### src/rtl/tmr_pkg.sv
// Package: shared register addresses, control-word layout and event indices
// for the event timer. Assumes a word-addressed bus of at least 3 address bits.
package tmr_pkg;
    localparam int ADDR_CTRL   = 0;
    localparam int ADDR_COUNT  = 1;
    localparam int ADDR_RELOAD = 2;
    localparam int ADDR_CMP    = 3;
    localparam int ADDR_CAP    = 4;
    localparam int ADDR_STAT   = 5;
    localparam int ADDR_ENSET  = 6;
    localparam int ADDR_ENCLR  = 7;

    localparam int NUM_EVT = 3;
    localparam int EV_OVF  = 0;
    localparam int EV_MAT  = 1;
    localparam int EV_CAP  = 2;

    // Control word, bit 0 at the bottom (run).
    typedef struct packed {
        logic       out_toggle;
        logic [1:0] out_trig;
        logic [1:0] cap_edge;
        logic       cmp_en;
        logic [3:0] presc_exp;
        logic       presc_en;
        logic       reload_en;
        logic       run;
    } ctrl_t;

    localparam int CTRL_W = $bits(ctrl_t);
endpackage

### src/rtl/tmr_prescaler.sv
// Module: tick generator. Emits a one-clock tick every 2^n clocks while run is
// high (every clock when bypassed). Exponents above MAX_EXP clamp to MAX_EXP.
// Assumes the divider may restart from zero whenever run drops.
module tmr_prescaler #(
    parameter int MAX_EXP = 8
) (
    input  logic       clk,
    input  logic       rst_n,
    input  logic       run_i,
    input  logic       en_i,
    input  logic [3:0] exp_i,
    output logic       tick_o
);
    localparam int DIV_W = (MAX_EXP > 0) ? MAX_EXP : 1;

    logic [DIV_W-1:0] div_q;
    logic [DIV_W-1:0] limit;
    logic [3:0]       eff_exp;

    // Clamp the exponent and derive the terminal divider value.
    always_comb begin
        eff_exp = (exp_i > 4'(MAX_EXP)) ? 4'(MAX_EXP) : exp_i;
        limit   = ~({DIV_W{1'b1}} << eff_exp);
        tick_o  = run_i && (!en_i || (div_q >= limit));
    end

    // Divider counter: restarts on each tick or while stopped/bypassed.
    always_ff @(posedge clk) begin
        if (!rst_n)                       div_q <= '0;
        else if (!run_i || !en_i || tick_o) div_q <= '0;
        else                              div_q <= div_q + 1'b1;
    end

    // with a divide ratio above 1, two ticks are never adjacent.
    p_tick_spacing_r4: assert property (@(posedge clk) disable iff (!rst_n)
        (tick_o && en_i && exp_i != 4'd0) |=> (!tick_o || !en_i || exp_i == 4'd0));
    // no tick while stopped.
    p_no_tick_stopped_r3: assert property (@(posedge clk) disable iff (!rst_n)
        !run_i |-> !tick_o);
endmodule

### src/rtl/tmr_edge_detect.sv
// Module: synchronises the asynchronous capture pin through SYNC_STAGES flops
// and flags the selected edge (sel: 00 off, 01 rise, 10 fall, 11 both).
// Assumes the pin is held for at least two clocks between transitions.
module tmr_edge_detect #(
    parameter int SYNC_STAGES = 2
) (
    input  logic       clk,
    input  logic       rst_n,
    input  logic       pin_i,
    input  logic [1:0] sel_i,
    output logic       evt_o
);
    logic [SYNC_STAGES-1:0] sync_q;
    logic                   prev_q;
    logic                   rise, fall;

    // Synchroniser chain and previous-sample register.
    always_ff @(posedge clk) begin
        if (!rst_n) begin
            sync_q <= '0;
            prev_q <= 1'b0;
        end else begin
            sync_q <= {sync_q[SYNC_STAGES-2:0], pin_i};
            prev_q <= sync_q[SYNC_STAGES-1];
        end
    end

    // Edge qualification against the programmed selection.
    always_comb begin
        rise  = sync_q[SYNC_STAGES-1] & ~prev_q;
        fall  = ~sync_q[SYNC_STAGES-1] & prev_q;
        evt_o = (sel_i[0] & rise) | (sel_i[1] & fall);
    end

    // capture disabled means no event.
    p_cap_off_r7: assert property (@(posedge clk) disable iff (!rst_n)
        (sel_i == 2'b00) |-> !evt_o);
    // an event always coincides with a change of the synchronised level.
    p_cap_change_r7: assert property (@(posedge clk) disable iff (!rst_n)
        evt_o |=> (prev_q != $past(prev_q)));
endmodule

### src/rtl/tmr_irq_ctrl.sv
// Module: per-source status latches (write-1-to-clear, set wins), enable mask
// with separate set/clear strobes, and the merged interrupt line.
module tmr_irq_ctrl #(
    parameter int N = 3
) (
    input  logic         clk,
    input  logic         rst_n,
    input  logic [N-1:0] evt_i,
    input  logic         clr_we,
    input  logic         set_en_we,
    input  logic         clr_en_we,
    input  logic [N-1:0] wdata_i,
    output logic [N-1:0] stat_o,
    output logic [N-1:0] en_o,
    output logic         irq_o
);
    logic [N-1:0] stat_q, en_q;

    // Status latches: clear by write-1, new events override the clear.
    always_ff @(posedge clk) begin
        if (!rst_n) stat_q <= '0;
        else        stat_q <= (stat_q & ~(clr_we ? wdata_i : '0)) | evt_i;
    end

    // Enable mask: set and clear strobes.
    always_ff @(posedge clk) begin
        if (!rst_n) en_q <= '0;
        else        en_q <= (en_q | (set_en_we ? wdata_i : '0)) & ~(clr_en_we ? wdata_i : '0);
    end

    assign stat_o = stat_q;
    assign en_o   = en_q;
    assign irq_o  = |(stat_q & en_q);

    // every event is visible in status on the next cycle.
    p_evt_latched_r10: assert property (@(posedge clk) disable iff (!rst_n)
        (evt_i != '0) |=> ((stat_q & $past(evt_i)) == $past(evt_i)));
    // a status bit only rises because of an event.
    p_stat_source_r10: assert property (@(posedge clk) disable iff (!rst_n)
        ((stat_q & ~$past(stat_q) & ~$past(evt_i)) == '0));
endmodule

### src/rtl/gp_event_timer.sv
// Module: top of the event timer. Holds the register file, the up counter
// with wrap/reload, compare and capture logic and the output stage.
// Assumes CNT_W <= DATA_W and ADDR_W >= 3; reads are combinational.
module gp_event_timer
    import tmr_pkg::*;
#(
    parameter int DATA_W      = 32,
    parameter int CNT_W       = 32,
    parameter int ADDR_W      = 3,
    parameter int PRESC_MAX   = 8,
    parameter int SYNC_STAGES = 2
) (
    input  logic              clk,
    input  logic              rst_n,
    input  logic              bus_valid,
    input  logic              bus_write,
    input  logic [ADDR_W-1:0] bus_addr,
    input  logic [DATA_W-1:0] bus_wdata,
    output logic [DATA_W-1:0] bus_rdata,
    input  logic              cap_in,
    output logic              tmr_out,
    output logic              irq
);
    ctrl_t              ctrl_q;
    logic [CNT_W-1:0]   cnt_q, reload_q, cmp_q, cap_q, cnt_tick;
    logic               out_q;
    logic               wr, wr_ctrl, wr_cnt, wr_rel, wr_cmp, wr_stat, wr_set, wr_clr;
    logic               tick, wrap, ovf_evt, mat_evt, cap_evt, fire;
    logic [NUM_EVT-1:0] evts, stat, en;

    // Write decode.
    always_comb begin
        wr      = bus_valid && bus_write;
        wr_ctrl = wr && (bus_addr == ADDR_W'(ADDR_CTRL));
        wr_cnt  = wr && (bus_addr == ADDR_W'(ADDR_COUNT));
        wr_rel  = wr && (bus_addr == ADDR_W'(ADDR_RELOAD));
        wr_cmp  = wr && (bus_addr == ADDR_W'(ADDR_CMP));
        wr_stat = wr && (bus_addr == ADDR_W'(ADDR_STAT));
        wr_set  = wr && (bus_addr == ADDR_W'(ADDR_ENSET));
        wr_clr  = wr && (bus_addr == ADDR_W'(ADDR_ENCLR));
    end

    tmr_prescaler #(.MAX_EXP(PRESC_MAX)) u_presc (
        .clk(clk), .rst_n(rst_n), .run_i(ctrl_q.run), .en_i(ctrl_q.presc_en),
        .exp_i(ctrl_q.presc_exp), .tick_o(tick)
    );

    tmr_edge_detect #(.SYNC_STAGES(SYNC_STAGES)) u_edge (
        .clk(clk), .rst_n(rst_n), .pin_i(cap_in), .sel_i(ctrl_q.cap_edge), .evt_o(cap_evt)
    );

    // Next counter value on a tick, and the events it raises.
    always_comb begin
        wrap     = &cnt_q;
        cnt_tick = wrap ? (ctrl_q.reload_en ? reload_q : '0) : cnt_q + 1'b1;
        ovf_evt  = tick && !wr_cnt && wrap;
        mat_evt  = tick && !wr_cnt && ctrl_q.cmp_en && (cnt_tick == cmp_q);
        fire     = (ctrl_q.out_trig[0] && ovf_evt) || (ctrl_q.out_trig[1] && mat_evt);
        evts                 = '0;
        evts[EV_OVF]         = ovf_evt;
        evts[EV_MAT]         = mat_evt;
        evts[EV_CAP]         = cap_evt;
    end

    // Configuration registers.
    always_ff @(posedge clk) begin
        if (!rst_n) begin
            ctrl_q   <= '0;
            reload_q <= '0;
            cmp_q    <= '0;
        end else begin
            if (wr_ctrl) ctrl_q   <= ctrl_t'(bus_wdata[CTRL_W-1:0]);
            if (wr_rel)  reload_q <= bus_wdata[CNT_W-1:0];
            if (wr_cmp)  cmp_q    <= bus_wdata[CNT_W-1:0];
        end
    end

    // Counter: software write wins over a tick in the same cycle.
    always_ff @(posedge clk) begin
        if (!rst_n)      cnt_q <= '0;
        else if (wr_cnt) cnt_q <= bus_wdata[CNT_W-1:0];
        else if (tick)   cnt_q <= cnt_tick;
    end

    // Capture register snapshot on a qualified pin edge.
    always_ff @(posedge clk) begin
        if (!rst_n)       cap_q <= '0;
        else if (cap_evt) cap_q <= cnt_q;
    end

    // Output stage: pulse holds for one tick, toggle flips per event.
    always_ff @(posedge clk) begin
        if (!rst_n)    out_q <= 1'b0;
        else if (tick) out_q <= ctrl_q.out_toggle ? (out_q ^ fire) : fire;
    end

    tmr_irq_ctrl #(.N(NUM_EVT)) u_irq (
        .clk(clk), .rst_n(rst_n), .evt_i(evts), .clr_we(wr_stat), .set_en_we(wr_set),
        .clr_en_we(wr_clr), .wdata_i(bus_wdata[NUM_EVT-1:0]), .stat_o(stat), .en_o(en),
        .irq_o(irq)
    );

    // Read multiplexer.
    always_comb begin
        case (int'(bus_addr))
            ADDR_CTRL:   bus_rdata = DATA_W'(ctrl_q);
            ADDR_COUNT:  bus_rdata = DATA_W'(cnt_q);
            ADDR_RELOAD: bus_rdata = DATA_W'(reload_q);
            ADDR_CMP:    bus_rdata = DATA_W'(cmp_q);
            ADDR_CAP:    bus_rdata = DATA_W'(cap_q);
            ADDR_STAT:   bus_rdata = DATA_W'(stat);
            ADDR_ENSET,
            ADDR_ENCLR:  bus_rdata = DATA_W'(en);
            default:     bus_rdata = '0;
        endcase
    end

    assign tmr_out = out_q;

    // wrap loads reload or zero.
    p_wrap_load_r5: assert property (@(posedge clk) disable iff (!rst_n)
        (tick && wrap && !wr_cnt) |=>
        (cnt_q == ($past(ctrl_q.reload_en) ? $past(reload_q) : '0)));
    // a stopped counter without a software write holds.
    p_hold_stopped_r3: assert property (@(posedge clk) disable iff (!rst_n)
        (!ctrl_q.run && !wr_cnt) |=> $stable(cnt_q));
    // software write always lands.
    p_sw_write_r9: assert property (@(posedge clk) disable iff (!rst_n)
        wr_cnt |=> (cnt_q == $past(bus_wdata[CNT_W-1:0])));
    // capture register holds the counter value at the event.
    p_capture_load_r7: assert property (@(posedge clk) disable iff (!rst_n)
        cap_evt |=> (cap_q == $past(cnt_q)));
    // in pulse mode the output drops on a tick without an event.
    p_pulse_drop_r8: assert property (@(posedge clk) disable iff (!rst_n)
        (tick && !ctrl_q.out_toggle && !fire) |=> !tmr_out);
endmodule

### config.mk
export PLATFORM = sky130hd
export DESIGN_NAME = gp_event_timer
export DESIGN_NICKNAME = d
export VERILOG_FILES = /design/src/rtl/tmr_pkg.sv /design/src/rtl/tmr_prescaler.sv /design/src/rtl/tmr_edge_detect.sv /design/src/rtl/tmr_irq_ctrl.sv /design/src/rtl/gp_event_timer.sv
export SDC_FILE = /design/constraint.sdc
export NUM_CORES = 1
export LEC_CHECK = 0
export BUFFER_PORTS_ARGS = -buffer_cell sky130_fd_sc_hd__buf_4
export CAP_MARGIN = 20
export CELL_PAD_IN_SITES_DETAIL_PLACEMENT = 2
export CELL_PAD_IN_SITES_GLOBAL_PLACEMENT = 2
export CORE_ASPECT_RATIO = 1.75
export CORE_MARGIN = 2
export CORE_UTILIZATION = 35
export DETAILED_ROUTE_END_ITERATION = 10
export PLACE_DENSITY_LB_ADDON = 0.1
export SLEW_MARGIN = 30
export SYNTH_ARGS = -nofsm -noshare
export SYNTH_HDL_FRONTEND = slang
export SYNTH_SLANG_ARGS = --single-unit
export TNS_END_PERCENT = 10
### constraint.sdc
create_clock -name clk -period 3.8 [get_ports clk]
set_input_delay 0.38 -clock clk [delete_from_list [all_inputs] [get_ports clk]]
set_output_delay 0.38 -clock clk [all_outputs]
set_load 0.01 [all_outputs]
==> out/results.txt, run 1 <==
Cell type with the highest aggregate area in the netlist = sky130_fd_sc_hd__dfxtp_1
Vias in the first global route = 11.1k
Post-route design area = 11100 µm²
Cell types occupying the most area after synthesis = sky130_fd_sc_hd__dfxtp_1 34%, sky130_fd_sc_hd__nand2_1 13%, sky130_fd_sc_hd__a21oi_1 8.8%, sky130_fd_sc_hd__a22oi_1 3.7%, sky130_fd_sc_hd__nor2_1 3.4%
Initial Utilization = 0.354
Clock-pin slew reported for the worst setup and hold paths after clock tree synthesis = 0.06 ns
Maximum fanout along the worst path = 11
Grt ovf = 0
Share of the clock period used by the worst path = 0.928
Destination of the worst hold path = u_edge.sync_q[0]$_SDFF_PN0_
Average cell area after synthesis = 7.19 µm²
Total power divided by cell area = 354 nW/µm²
Total global routing track utilization = 0.329
Critical Path AT = 3.89 ns
Actual slew at the worst max-slew pin = 0.948 ns
Buffers added on ports = 73
Cell at the root of the clock tree = sky130_fd_sc_hd__clkbuf_16
CP delay by family, top = simple AND/OR/NAND/NOR gates
Total core area = 26500 µm²
Clock buffer count from CTS = 17
Net count reported at finish = 1405
Endpoints failing hold = 0
Area of the die = 28100 µm²
Setup tns final = 0 ns
Die X-Extent = 128 µm
Largest clock skew in the final design = 0.00835 ns
H-tree lvl count = 4
Mean routed wirelength per cell = 26.8 µm
Setup slack of the worst register-to-register path = 0.28 ns
Number of synthesized flops with an enable pin = 0
Final GP Congestion = 0.948
Hold-fix buffer count after cts = 0
Clock tree from TritonCTS = built
Ordered cell list for the critical path = nand4_1 > nor4_4 > buf_4 > nand4_1 > o21ai_0 > xor2_1 > nor4_1 > o2111ai_1 > nor3_1 > nand4_1 > a21oi_1
Terminus of the critical flop-to-flop path = u_irq.stat_o[1]$_SDFF_PN0_
Vias = 10.2k
Global-route wire length before repair = 68.9 mm
Post-Place Cell Area = 10500 µm²
Area occupied by multi-input gates = 5670 µm²
Netlist area before placement = 9370 µm²
Status = finished clean
Cell repeated most along the worst path = sky130_fd_sc_hd__nand4_1
Number of iterations in the first detailed-routing pass = 4
PostCTS Resize Cnt = 0
CP bufs+invs = 1
Peak supply drop = 0.329 mV
Total Routed Length = 45.3 mm
Fraction of the yosys area taken by sequential cells = 0.340
Yosys Warn Count = 0
Type of the worst setup path = reg2reg
Origin of the critical flop-to-flop path = cnt_q[13]$_SDFFE_PN0P_
Register area = 3180 µm²
Maximum operating frequency = 0.284 GHz
Number of ports placed on the die boundary = 74
Total stage count of the critical path = 11
Antenna Nets Post-Route = 0
Ant diodes = 0
Filler cell count in the final layout = 3162
Number of different library cells in the post-synthesis netlist = 73
Initial antenna violation count = 0
Max stage delay on crit path = 0.55 ns
Leakage component of the power = 0.00403 µW
Hold Path Class = in2reg
Count of cells along the worst hold path = 2
Drt drc = 0
Detailed placer's ending HPWL = 34.0 mm
Final-report setup violation count = 0
Post-synthesis cell count = 1302
Maximum count of clock buffers along a single path = 2
Vias per inst = 6.05
Highest-delay cell along the critical path = sky130_fd_sc_hd__dfxtp_1
Setup repair after global routing missed its margin = false
Growth of design area from synthesis to finish = 18.8%
DR iter-0 viols = 520
Proportion of netlist area held by the largest area contributor = 0.340
Max-slew headroom at the worst pin = 0.368
Largest net degree at the start of global routing = 137
Number of core rows = 79
Worst hold path startpoint = cap_in
Register bit total from synthesis = 159
Vertical extent of the die = 220 µm
Crit path capture type = flop
Syn nets = 1352
Fraction of synthesis flops using an asynchronous set or reset pin = 0
Critical Path Start Type = flop
Primary FF master, synth = sky130_fd_sc_hd__dfxtp_1
Required time at the worst-slack endpoint = 4.17 ns
Count of pins over their slew limit = 0
Layout cells sized above 1 = 0.149
Number of clock sinks = 159
Depth of the worst register-to-register path = 11
MaxCap Viol Count = 0
Post-CTS Setup Repair Bufs = 0
Worst skew pair latency = 0.46 ns
Min cycle time layout = 3.52 ns
-- through the flow --
stage / util / cells / power (µW) / hold slack (ns) / setup WS (ns)
after floorplan: - / 1302 / 1890 / 0.412 / 0.667
after global placement: 0.396 / 1659 / 2050 / 0.418 / 0.433
after detailed placement: 0.396 / 1660 / 2050 / 0.429 / 0.393
after CTS: 0.420 / 1691 / 3970 / 0.118 / 0.293
after global routing: 0.420 / 1691 / 4050 / 0.131 / 0.0517
final: 0.420 / 1691 / 3940 / 0.138 / 0.275
-- report_power, final --
part           leakage, µW  switching [µW]  internal, µW
Combinational      0.00243             197           105
Clock             0.000313             750          1170
Sequential         0.00128            32.1          1680
Total              0.00403             979          2960
-- cells in the mapped netlist (all sizes together) (15+ instances only) --
cell	count
nor3	27
inv	25
nand3	41
xnor2	25
a21boi	15
a22oi	46
clkbuf	79
a21oi	164
and3	17
dfxtp	159
xor2	18
nand2	326
a211oi	15
o21ai	19
nand4	24
buf	32
nor2	87
-- cells in the final DEF (no fill, tap or decap), drive strengths merged, types with 7 or more instances in the layout --
cell / netlist / layout
a211oi: 15 / 15
a21boi: 15 / 15
a21oi: 164 / 164
a22oi: 46 / 46
a311oi: 11 / 11
and2: 13 / 13
and3: 17 / 17
buf: 32 / 145
clkbuf: 79 / 22
dfxtp: 159 / 159
ha: 10 / 10
inv: 25 / 26
mux2i: 14 / 14
nand2: 326 / 326
nand3: 41 / 41
nand4: 24 / 24
nor2: 87 / 87
nor2b: 7 / 7
nor3: 27 / 27
nor4: 14 / 14
o211ai: 8 / 8
o21ai: 19 / 19
o22ai: 13 / 13
or4: 7 / 7
xnor2: 25 / 25
xor2: 18 / 18
-- kinds of logic after synthesis --
logic type / after synthesis / share of synthesized area
AO/OA/AOI/OAI: 349 / 0.238
flip-flops: 159 / 0.340
AND/OR/NAND/NOR: 587 / 0.287
buffers and inverters: 137 / 0.0593
adder cells (fa/ha/maj): 10 / 0.0134
XOR/XNOR: 43 / 0.0402
multiplexers: 17 / 0.0222
-- how the worst max path moves through the flow --
stage               slack (ns)                    from                    endpoint
floorplan                 0.67   cnt_q[0]$_SDFFE_PN0P_        tmr_out$_SDFFE_PN0P_
global placement          0.43   cnt_q[2]$_SDFFE_PN0P_        tmr_out$_SDFFE_PN0P_
detailed placement        0.39   cnt_q[0]$_SDFFE_PN0P_  u_irq.stat_o[1]$_SDFF_PN0_
CTS                       0.29  cnt_q[13]$_SDFFE_PN0P_  u_irq.stat_o[1]$_SDFF_PN0_
global route              0.05  cnt_q[13]$_SDFFE_PN0P_  u_irq.stat_o[1]$_SDFF_PN0_
finish                    0.28  cnt_q[13]$_SDFFE_PN0P_  u_irq.stat_o[1]$_SDFF_PN0_
-- per-layer routing --
metal,routed length [µm],vias to the layer above,track usage
met5,0,-,0
met4,2680,0,0.191
met3,830,111,0.0380
met2,25000,212,0.632
met1,16800,5229,0.339
li1,-,4677,-
-- registers in the layout, summed over array words and instances (netlist names) --
name	flops
u_presc.div_q	8
u_edge.sync_q	2
ctrl_q	13
cap_q	32
reload_q	32
cmp_q	32
u_edge.prev_q	1
u_irq.stat_o	3
u_irq.en_o	3
cnt_q	32
tmr_out	1
-- cell type report --
| cell class | instances | share of cell area |
|---|---|---|
| Tap cell | 324 | 0.0364 |
| Timing Repair Buffer | 145 | 0.102 |
| Clock buffer | 22 | 0.0435 |
| Multi-Input combinational cell | 1006 | 0.509 |
| Sequential cell | 159 | 0.286 |
| Clock inverter | 9 | 0.0139 |
| Inverter | 26 | 0.00899 |
Note: power is estimated with default switching activity, not from simulation.
==> inputs of run 2 (changes only) <==
Settings changed: CORE_UTILIZATION 35 to 36, CTS_BUF_LIST set to sky130_fd_sc_hd__clkbuf_8.
==> run 2 against run 1 <==
Combinational power shrank 2%. Worst setup slack worse by 0.12 ns. Die area decreased by 2.7%. Via count up 0.35%. Wire length fell by 1.6%. Clock power down 24%. Critical endpoint is now tmr_out$_SDFFE_PN0P_.
==> out/results.txt, run 2 (synthesized netlist as in run 1, its figures left out) <==
Endpoints failing hold = 0 (unchanged)
Number of core rows = 78 (-1.3%)
Post-route design area = 10900 µm² (-2.5%)
Buffers added on ports = 73 (unchanged)
Count of pins over their slew limit = 0 (unchanged)
Vias = 10.3k (+0.35%)
Setup tns final = 0 ns (unchanged)
Total Routed Length = 44.6 mm (-1.6%)
Total global routing track utilization = 0.329 (-0.000382)
Count of cells along the worst hold path = 2 (unchanged)
Vias in the first global route = 11.1k (+0.24%)
Actual slew at the worst max-slew pin = 0.961 ns (+0.0126 ns)
Total power divided by cell area = 320 nW/µm² (-9.6%)
H-tree lvl count = 4 (unchanged)
Cell at the root of the clock tree = sky130_fd_sc_hd__clkbuf_8
Depth of the worst register-to-register path = 10 (-1)
Post-Place Cell Area = 10400 µm² (-0.86%)
Vias per inst = 6.11 (+0.95%)
Leading cell type in the layout, fill and taps excluded = sky130_fd_sc_hd__nand2_1
MaxCap Viol Count = 0 (unchanged)
Crit path capture type = flop
Net count reported at finish = 1398 (-0.50%)
Ant diodes = 0 (unchanged)
Number of iterations in the first detailed-routing pass = 5 (+1)
Post-CTS Setup Repair Bufs = 0 (unchanged)
Clock-pin slew reported for the worst setup and hold paths after clock tree synthesis = 0.09 ns (+0.03 ns)
Maximum operating frequency = 0.274 GHz (-3.2%)
Initial antenna violation count = 0 (unchanged)
Hold-fix buffer count after cts = 0 (unchanged)
Vertical extent of the die = 217 µm (-1.4%)
Peak supply drop = 0.213 mV (-35%)
Share of the clock period used by the worst path = 0.959 (+0.0311)
Antenna Nets Post-Route = 0 (unchanged)
Clock tree from TritonCTS = built
Maximum count of clock buffers along a single path = 2 (unchanged)
DR iter-0 viols = 517 (-0.58%)
Setup repair after global routing missed its margin = false
Number of ports placed on the die boundary = 74 (unchanged)
Status = finished clean
Final GP Congestion = 0.993 (+4.7%)
Min cycle time layout = 3.64 ns (+0.118 ns)
Hold Path Class = in2reg
Most frequent cells in the layout = 326 x sky130_fd_sc_hd__nand2_1, 164 x sky130_fd_sc_hd__a21oi_1, 159 x sky130_fd_sc_hd__dfxtp_1
Clock buffer count from CTS = 17 (unchanged)
Detailed placer's ending HPWL = 34.0 mm (+0.13%)
Worst skew pair latency = 0.51 ns (+0.05 ns)
Critical Path Start Type = flop
Total core area = 25800 µm² (-2.7%)
Largest net degree at the start of global routing = 58 (-58%)
Initial Utilization = 0.364 (+0.00996)
Critical Path AT = 4.05 ns (+0.16 ns)
Area of the die = 27400 µm² (-2.7%)
Mean routed wirelength per cell = 26.5 µm (-1.0%)
Max-slew headroom at the worst pin = 0.360 (-0.00843)
Type of the worst setup path = reg2reg
Layout cells sized above 1 = 0.147 (-0.00228)
Final worst-path setup slack = 0.157 ns (-0.118 ns)
Drt drc = 0 (unchanged)
Overall power of the completed layout = 3470 µW (-12%)
Number of clock sinks = 159 (unchanged)
Global-route wire length before repair = 67.7 mm (-1.7%)
Grt ovf = 0 (unchanged)
Final-report setup violation count = 0 (unchanged)
PostCTS Resize Cnt = 0 (unchanged)
Largest clock skew in the final design = 0.0144 ns (+0.00602 ns)
Required time at the worst-slack endpoint = 4.21 ns (+0.04 ns)
Dpl ws = 0.189 ns (-0.205 ns)
Maximum fanout along the worst path = 9 (-2)
Die X-Extent = 126 µm (-1.4%)
Growth of design area from synthesis to finish = 15.9%
Leakage component of the power = 0.00389 µW (-3.5%)
==> run 2: cell count changes in the layout (fill, tap and decap cells not counted), sizes merged <==
| cell | previous run | this run |
|---|---|---|
| clkinv | 4 | 7 |
| buf | 145 | 138 |
| clkinvlp | 1 | 2 |
| inv | 26 | 28 |
| clkbuf | 22 | 17 |
==> run 2: path summary, 6_finish.rpt <==
check	startpoint	end	slack (ns)
worst max-delay path	cnt_q[20]$_SDFFE_PN0P_	tmr_out$_SDFFE_PN0P_	0.16
worst min-delay path	cap_in	u_edge.sync_q[0]$_SDFF_PN0_	0.07
worst max register to register	cnt_q[20]$_SDFFE_PN0P_	tmr_out$_SDFFE_PN0P_	0.16
worst min register to register	u_edge.sync_q[0]$_SDFF_PN0_	u_edge.sync_q[1]$_SDFF_PN0_	0.45
==> run 2: critical path, stage by stage, from the launching register on <==
cell	delay, ns
sky130_fd_sc_hd__dfxtp_1	0.54
sky130_fd_sc_hd__nand3_1	0.27
sky130_fd_sc_hd__nor3_2	0.57
sky130_fd_sc_hd__nand4_1	0.38
sky130_fd_sc_hd__xor2_1	0.24
sky130_fd_sc_hd__a21oi_1	0.34
sky130_fd_sc_hd__nor2_1	0.08
sky130_fd_sc_hd__or4_4	0.51
sky130_fd_sc_hd__o41ai_2	0.35
sky130_fd_sc_hd__xnor2_1	0.10
sky130_fd_sc_hd__and2_1	0.16
==> run 2: cell type report <==
type | instances | area, µm²
repair buffers | 138 | 1060
well taps | 320 | 400
flip-flops and latches | 159 | 3180
inverters | 26 | 100
multi-input cells | 1006 | 5670
clock inverters | 15 | 209
clock buffers | 17 | 234
fillers | 3111 | 14900
==> run 2: layer usage <==
| layer | up-vias | track usage | wire [µm] |
|---|---|---|---|
| li1 | 4664 | - | - |
| met1 | 5253 | 0.329 | 16200 |
| met2 | 222 | 0.622 | 24300 |
| met3 | 126 | 0.0467 | 1070 |
| met4 | 0 | 0.214 | 3100 |
| met5 | - | 0 | 0 |
==> run 2: power breakdown <==
part           internal (µW)  total, µW  leakage [µW]  switching [µW]
Sequential              1680       1720       0.00128            34.1
Combinational            104        296       0.00239             192
Clock                    724       1460      0.000218             732
Total                   2510       3470       0.00389             958
==> run 2: through the flow <==
stage / instances / util / hold WS [ns]
2_1_floorplan: 1302 / - / 0.412
3_3_place_gp: 1648 / 0.404 / 0.414
3_5_place_dp: 1648 / 0.404 / 0.432
4_1_cts: 1680 / 0.421 / 0.0348
5_1_grt: 1681 / 0.421 / 0.0678
6_report: 1681 / 0.421 / 0.0735
==> inputs of run 3 (changes only) <==
Settings changed: CORE_MARGIN 2 to 3, CTS_CLUSTER_DIAMETER set to 150.
==> run 3 against run 2 <==
Total power fell by 4.0%. Final cell count fell by 0.54%. Final area fell by 0.74%. Global-route usage fell by 1.0 points. Sequential power barely moved. Non-clock buffer count fell by 5. Critical endpoint unchanged. Largest power group unchanged.
==> out/results.txt, run 3 (synthesized netlist as in run 1, its figures left out) <==
Max-slew headroom at the worst pin = 0.372 (+0.0125)
Buffers added on ports = 73 (unchanged)
Final-layout worst hold slack = 0.107 ns (+0.0336 ns)
Fraction of power spent switching nets = 0.276 (-0.000471)
Critical Path AT = 3.90 ns (-0.15 ns)
Internal power consumption = 2410 µW (-3.9%)
Clock network fraction of design power = 0.397 (-0.023)
Worst skew pair latency = 0.50 ns (about the same)
Drt drc = 0 (unchanged)
Total Routed Length = 44.0 mm (-1.3%)
Critical Path Start Type = flop
Initial Utilization = 0.368 (+0.00472)
Number of ports placed on the die boundary = 74 (unchanged)
Final-report setup violation count = 0 (unchanged)
Total global routing track utilization = 0.318 (-0.0104)
Initial antenna violation count = 0 (unchanged)
Total power divided by cell area = 309 nW/µm² (-3.2%)
CP bufs+invs = 1 (+1)
Dpl ws = 0.235 ns (+0.0461 ns)
Crit path capture type = flop
Number of clock sinks = 159 (unchanged)
Antenna Nets Post-Route = 0 (unchanged)
Most frequent cells in the layout = 326 x sky130_fd_sc_hd__nand2_1, 164 x sky130_fd_sc_hd__a21oi_1, 158 x sky130_fd_sc_hd__dfxtp_1
Detailed placer's ending HPWL = 32.9 mm (-3.3%)
Number of core rows = 77 (-1.3%)
Vias in the first global route = 11.2k (+1.3%)
Ant diodes = 0 (unchanged)
Cell repeated most along the worst path = sky130_fd_sc_hd__nand2_1
MaxCap Viol Count = 0 (unchanged)
Final standard cell count with taps included and fillers excluded = 1672 (-0.54%)
Peak supply drop = 0.199 mV (-6.2%)
Die X-Extent = 128 µm (+1.6%)
Leakage component of the power = 0.00387 µW (-0.43%)
Largest clock skew in the final design = 0.0125 ns (-0.00188 ns)
Hold-fix buffer count after cts = 0 (unchanged)
Maximum count of clock buffers along a single path = 2 (unchanged)
Actual slew at the worst max-slew pin = 0.942 ns (-0.0187 ns)
Final GP Congestion = 0.970 (-2.3%)
Cell at the root of the clock tree = sky130_fd_sc_hd__clkbuf_8
Clock buffer count from CTS = 17 (unchanged)
Grt ovf = 0 (unchanged)
Vias = 10.2k (-0.26%)
Share of the core filled with cells in the final layout = 0.424 (+0.00232)
Count of pins over their slew limit = 0 (unchanged)
Clock-pin slew reported for the worst setup and hold paths after clock tree synthesis = 0.09 ns (about the same)
Vertical extent of the die = 219 µm (+0.92%)
Endpoints failing hold = 0 (unchanged)
Maximum operating frequency = 0.285 GHz (+3.8%)
Number of iterations in the first detailed-routing pass = 5 (unchanged)
Total core area = 25400 µm² (-1.3%)
CP delay by family, top = simple AND/OR/NAND/NOR gates
Status = finished clean
Max stage delay on crit path = 0.60 ns (+0.03 ns)
Maximum fanout along the worst path = 11 (+2)
Mean routed wirelength per cell = 26.3 µm (-0.77%)
Ordered cell list for the critical path = nand4_1 > nor4_4 > buf_4 > and3_1 > nand2_1 > nand2_1 > o22ai_1 > or4_4 > o41ai_2 > xnor2_1 > and2_1
Hold Path Class = in2reg
Required time at the worst-slack endpoint = 4.19 ns (-0.02 ns)
Min cycle time layout = 3.51 ns (-0.133 ns)
Global-route wire length before repair = 67.8 mm (+0.17%)
Setup tns final = 0 ns (unchanged)
Post-Place Cells = 1638 (-0.61%)
Sequential fraction of design power = 0.516 (+0.021)
Growth of design area from synthesis to finish = 15.0%
H-tree lvl count = 4 (unchanged)
Filler cell count in the final layout = 3018 (-3.0%)
Highest-delay cell along the critical path = sky130_fd_sc_hd__or4_4
Net count reported at finish = 1393 (-0.36%)
DR iter-0 viols = 564 (+9.1%)
Clock tree from TritonCTS = built
Area of the die = 28100 µm² (+2.5%)
Share of the clock period used by the worst path = 0.924 (-0.0349)
Largest net degree at the start of global routing = 81 (+40%)
Type of the worst setup path = reg2reg
Leading cell type in the layout, fill and taps excluded = sky130_fd_sc_hd__nand2_1
Part of the power in combinational logic = 0.088 (+0.003)
Final worst-path setup slack = 0.290 ns (+0.133 ns)
Net load switching power = 919 µW (-4.1%)
Setup repair after global routing missed its margin = false
Layout cells sized above 1 = 0.142 (-0.00536)
Vias per inst = 6.12 (+0.27%)
-- run 3: cell count changes in the layout (fill, tap and decap cells not counted), sizes merged --
| cell | previous run | this run |
|---|---|---|
| buf | 138 | 133 |
| clkbuf | 17 | 20 |
| inv | 28 | 30 |
| clkinv | 7 | 3 |
| bufinv | 4 | 2 |
| clkinvlp | 2 | 3 |
-- run 3: final cells by class --
cell class | count | area (µm²) | area share
tap | 316 | 395 | 0.0367
sequential | 159 | 3180 | 0.296
clock buffer | 20 | 275 | 0.0255
inverter | 26 | 100 | 0.00929
multi-input combinational | 1006 | 5680 | 0.527
timing repair buffer | 133 | 1020 | 0.0950
clock inverter | 12 | 120 | 0.0111
-- run 3: what timing repair did --
| item | 4_1_cts | 5_1_grt |
|---|---|---|
| resized for setup | 0 | 3 |
| setup endpoints to repair | 0 | 1 |
| buffers inserted | 0 | 1 |
-- run 3: stage by stage --
| step | area [µm²] | power, µW |
|---|---|---|
| detailed placement | 10400 | 2040 |
| floorplan | 9370 | 1890 |
| finish | 10800 | 3330 |
| global route | 10800 | 3460 |
| global placement | 10400 | 2040 |
| CTS | 10700 | 3360 |
-- run 3: worst reg2reg max path, delay by kind of cell (launching register included) --
kind                   cells  cell delay, ns
AND/OR/NAND/NOR            7            2.01
buffers and inverters      1            0.22
flip-flops                 1            0.57
AO/OA/AOI/OAI              2            0.50
XOR/XNOR                   1            0.11
-- run 3: path summary, 6_finish.rpt --
path                            depth (start not counted)                          end                         from  slack (ns)
worst min-delay path                                    2  u_edge.sync_q[0]$_SDFF_PN0_                       cap_in        0.11
worst max register to register                         11         tmr_out$_SDFFE_PN0P_       cnt_q[12]$_SDFFE_PN0P_        0.29
worst max-delay path                                   11         tmr_out$_SDFFE_PN0P_       cnt_q[12]$_SDFFE_PN0P_        0.29
worst min register to register                          1  u_edge.sync_q[1]$_SDFF_PN0_  u_edge.sync_q[0]$_SDFF_PN0_        0.44
-- run 3: power by group through the flow --
stage	logic (µW)	clock network [µW]	registers, µW
floorplan	157	0	1730
global placement	282	0	1750
detailed placement	288	0	1760
CTS	291	1350	1720
global route	313	1420	1720
finish	292	1320	1720
-- run 3: routing by layer --
metal,up-vias,part of all wire,GRT usage
li1,4660,-,-
met3,112,0.027,0.0424
met1,5215,0.36,0.329
met5,-,0,0
met4,0,0.059,0.180
met2,251,0.55,0.603
